$ cat src/rtl/npc_unit.sv
module npc_unit #(
  parameter int XLEN     = 32,
  parameter int REG_AW   = 5,
  parameter int LINK_REG = 31
) (
  input  logic [XLEN-1:0]   pc_i,
  input  logic [XLEN-1:0]   instr_i,
  input  logic [XLEN-1:0]   rs_val_i,
  input  logic [XLEN-1:0]   rt_val_i,
  output logic [XLEN-1:0]   next_pc_o,
  output logic              redirect_o,
  output logic              link_we_o,
  output logic [REG_AW-1:0] link_rd_o,
  output logic [XLEN-1:0]   link_data_o
);

  localparam int OPC_W  = 6;
  localparam int IMM_W  = 16;
  localparam int ADDR_W = 26;
  localparam int HI_W   = XLEN - ADDR_W - 2;

  localparam logic [OPC_W-1:0] OP_SPECIAL = 6'd0;
  localparam logic [OPC_W-1:0] OP_JMP     = 6'd2;
  localparam logic [OPC_W-1:0] OP_JLNK    = 6'd3;
  localparam logic [OPC_W-1:0] OP_BREQ    = 6'd4;
  localparam logic [OPC_W-1:0] OP_BRNE    = 6'd5;
  localparam logic [5:0]       FN_JREG    = 6'd8;

  logic [OPC_W-1:0]  opc;
  logic [5:0]        fn;
  logic [IMM_W-1:0]  imm;
  logic [ADDR_W-1:0] jaddr;
  logic [XLEN-1:0]   seq_pc, br_pc, jmp_pc;
  logic              is_beq, is_bne, is_j, is_jal, is_jr, regs_eq, br_taken;

  assign opc   = instr_i[XLEN-1 -: OPC_W];
  assign fn    = instr_i[5:0];
  assign imm   = instr_i[IMM_W-1:0];
  assign jaddr = instr_i[ADDR_W-1:0];

  assign is_beq = (opc == OP_BREQ);
  assign is_bne = (opc == OP_BRNE);
  assign is_j   = (opc == OP_JMP);
  assign is_jal = (opc == OP_JLNK);
  assign is_jr  = (opc == OP_SPECIAL) && (fn == FN_JREG);

  assign regs_eq  = (rs_val_i == rt_val_i);
  assign br_taken = (is_beq && regs_eq) || (is_bne && !regs_eq);

  assign seq_pc = pc_i + XLEN'(4);
  assign br_pc  = seq_pc + {{(XLEN-IMM_W-2){imm[IMM_W-1]}}, imm, 2'b00};
  assign jmp_pc = {pc_i[XLEN-1 -: HI_W], jaddr, 2'b00};

  always_comb begin
    if (is_jr)              next_pc_o = rs_val_i;
    else if (is_j || is_jal) next_pc_o = jmp_pc;
    else if (br_taken)       next_pc_o = br_pc;
    else                     next_pc_o = seq_pc;
  end

  assign redirect_o  = br_taken || is_j || is_jal || is_jr;
  assign link_we_o   = is_jal;
  assign link_rd_o   = is_jal ? REG_AW'(LINK_REG) : '0;
  assign link_data_o = is_jal ? seq_pc : '0;

  always_comb begin
    AST_SEQ_WHEN_NO_REDIRECT: assert (redirect_o || next_pc_o == pc_i + XLEN'(4))
      else $error("sequential pc broken");
    AST_BRANCH_FOLLOWS_COMPARE: assert (!(is_beq || is_bne) || (redirect_o == (is_beq ~^ regs_eq)))
      else $error("branch condition mismatch");
    AST_JUMP_KEEPS_REGION: assert (!(is_j || is_jal) ||
        (next_pc_o[XLEN-1 -: HI_W] == pc_i[XLEN-1 -: HI_W] && next_pc_o[1:0] == 2'b00))
      else $error("jump left region");
    AST_LINK_ONLY_JAL: assert (!link_we_o || (redirect_o && link_rd_o == REG_AW'(LINK_REG)
        && link_data_o == pc_i + XLEN'(4)))
      else $error("link request malformed");
    AST_LINK_IDLE_ZERO: assert (link_we_o || (link_rd_o == '0 && link_data_o == '0))
      else $error("idle link not zero");
    AST_JR_TARGET: assert (!is_jr || (redirect_o && next_pc_o == rs_val_i))
      else $error("register jump target");
  end

endmodule

$ cat config.mk
export PLATFORM = sky130hd
export DESIGN_NAME = npc_unit
export DESIGN_NICKNAME = d
export VERILOG_FILES = /design/src/rtl/npc_unit.sv
export SDC_FILE = /design/constraint.sdc
export NUM_CORES = 1
export LEC_CHECK = 0
export ABC_AREA = 1
export ABC_CLOCK_PERIOD_IN_PS = 4100
export BUFFER_PORTS_ARGS = -buffer_cell sky130_fd_sc_hd__buf_2
export CORE_UTILIZATION = 56
export DETAILED_ROUTE_END_ITERATION = 10
export GPL_TIMING_DRIVEN = 0
export PLACE_DENSITY_LB_ADDON = 0.12
export SYNTH_ARGS = -nofsm -noshare
export SYNTH_HDL_FRONTEND = slang
export SYNTH_SLANG_ARGS = --single-unit
$ cat constraint.sdc
create_clock -name vclk -period 4.1
set_input_delay 0.41 -clock vclk [all_inputs]
set_output_delay 0.41 -clock vclk [all_outputs]
set_load 0.03 [all_outputs]
==> impl_results.md <==
* Status: completed
* Drt drc at 0
* Detailed-route via count at 7,028
* Clock buffers at 0
* First drt pass iteration count at 5
* Core Util, Final at 71.7%
* Total power at 0.684 mW
* Fmax at 255 MHz
* Critical path capture point type: output port
* CP arrival at 3.51 ns
* Dpl ws at 0.0664 ns
* Post-synthesis adder-cell area fraction at 9.72%
* Die X-Extent at 96.2 µm
* Synth Net Count at 1,172
* Initial antenna violation count at 0
* Post-cts sizing count at 0
* DP Wirelength at 15,700 µm
* Register area share after synthesis at 0%
* ANT cells at 0
* Share of layout cells above drive strength 1 at 22.7%
* Antenna-violating nets left at 0
* Maximum fanout along the worst path at 7
* CP required at 3.69 ns
* Register area at 0 µm²
* Num sequential at 0
* Synthesized area per cell at 4.94 µm²
* Post-synthesis compound-gate area fraction at 9.84%
* CP most frequent cell: nand2_1
* # setup viols final at 0
* Final worst setup slack at 0.183 ns
* Placed cell areas at 6100 µm²
* Final instance area at 6190 µm²
* Setup TNS Final at 0 ns
* Post-synthesis simple-gate area fraction at 54.6%
* Actual slew at the worst max-slew pin at 0.518 ns
* Crit start category: input pin
* Tmin final at 3.92 ns
* Cell Area, Synth at 4970 µm²
* Final Hold Viols at 0
* Largest family of logic cells by synthesized area: simple AND/OR/NAND/NOR gates
* Leak pwr at 3.78 nW
* Worst path cell trace: buf_2 -> ha_1 -> inv_1 -> nor2_4 -> nand2_2 -> xor2_2 -> inv_1 -> ha_1 -> nand2_1 -> inv_1 -> a21oi_1 -> nor2_1 -> nor2_1 -> nand2_1 -> nand2_1 -> nand2_1 -> nand2_1 -> inv_1 -> o21ai_1 -> nand3_1 -> nand2_1 -> buf_2
* CTS Hold Bufs at 0
* First-pass GRT wire length at 26,600 µm
* Relative slew slack at 65.2%
* Power Dens Cells at 110 nW/µm²
* Post-Synthesis Cells at 1,006
* Routed WL at 18,300 µm
* Worst hold path type: in2out
* Vias per inst at 5.35
* Vias in the first global route at 5,789
* Row Count at 34
* RD Place Congestion at 0.989
* Final Max Slew Viols at 0
* Critical path buffers and inverters at 6
* Core area at 8640 µm²
* CP Class: in2out
* Xor/xnor share of the synthesized area at 9.67%
* I/O Buffers at 199
* Avg WL per Cell at 13.9 µm
* GRT Residual Overflow at 0
* Setup bufs post-CTS at 0
* Critical path's top delay family: simple AND/OR/NAND/NOR gates
* Synth warn at 0
* Initial Util at 57.5%
* GRT Overall Usage at 36.9%
* Post-synthesis mux area share at 0%
* Nets at 1,373
* Number of DRC markers in iteration 0 at 499
* Die area at 9260 µm²
* Slowest stage delay, CP at 0.36 ns
* Final Cycle Share at 95.5%
* Max-cap violation count at 0
* Slowest CP cell: ha_1
* Floorplan die height at 96.2 µm
* I/O pin count at 199
* Largest net degree at the start of global routing at 24
* Most frequent cells in the layout: 328 x nand2_1, 208 x buf_2, 169 x inv_1, 123 x nor2_1, 96 x nand3_1
* Synth cell types at 38
* Peak supply drop at 0.0770 mV
* Commonest non-fill, non-tap cell in the layout: nand2_1
* Area delta synth->final at 24.6%
-- layer usage --
| layer | part of all wire, % | vias to the layer above | track usage (%) |
|---|---|---|---|
| li1 | - | 3541 | - |
| met1 | 42 | 3042 | 47.4 |
| met2 | 45 | 397 | 63.4 |
| met3 | 9.9 | 48 | 3.63 |
| met4 | 3.6 | 0 | 13.6 |
| met5 | 0 | - | 0 |
-- path summary, 6_finish.rpt --
kind / start / to / slack (ns) / depth (start not counted)
worst min-delay path: pc_i[0] / link_data_o[0] / 1.16 / 4
worst max-delay path: pc_i[2] / next_pc_o[24] / 0.18 / 22
-- worst min-delay path, stage by stage --
cell    delay [ns]
buf_2         0.10
inv_1         0.04
nor2_1        0.03
buf_2         0.17
-- cell usage after synthesis (2+ instances only) --
library cell	n	area share [%]
o21bai_1	5	0.76
buf_4	7	1.1
o21ai_0	9	0.91
ha_1	37	9.3
xnor2_1	33	5.8
nand2_2	11	1.4
nand4_1	14	1.8
nand3_1	96	9.7
nor3_2	2	0.40
nor2_1	128	9.7
buf_2	10	1.0
inv_2	3	0.23
nor2_2	8	1.0
nand3b_1	5	0.76
nor2_4	5	1.1
a21oi_1	72	7.3
nor3_1	12	1.2
buf_6	3	0.68
or2_2	2	0.25
o21a_1	3	0.45
nor4_1	2	0.25
clkbuf_1	5	0.38
xor2_1	20	3.5
inv_1	169	13
nand2_1	330	25
nand3_2	3	0.60
-- through the flow --
stage	hold WS [ns]	cells
after floorplan	0.932	1006
after global placement	1.16	1313
after detailed placement	1.16	1313
after CTS	1.16	1313
after global routing	1.20	1313
final	1.16	1313
-- area by class of cell --
type	count	area [µm²]
multi-input combinational	808	4250
fill	905	2440
timing repair buffer	199	998
inverter	173	649
buffer	25	155
tap	108	135
-- power breakdown --
part / total [mW] / internal [mW] / leakage [nW] / switching [mW]
logic: 0.684 / 0.247 / 3.78 / 0.437
registers: 0 / 0 / 0 / 0
clock network: 0 / 0 / 0 / 0
total: 0.684 / 0.247 / 3.78 / 0.437
-- cell families after synthesis --
kind of cell | after synthesis
and+or+nand+nor | 624
buffers and inverters | 198
AOI/OAI and AO/OA | 92
xor gates and xnor gates | 54
adders and majority gates | 38
No activity file was read; power rests on OpenSTA's default activity.
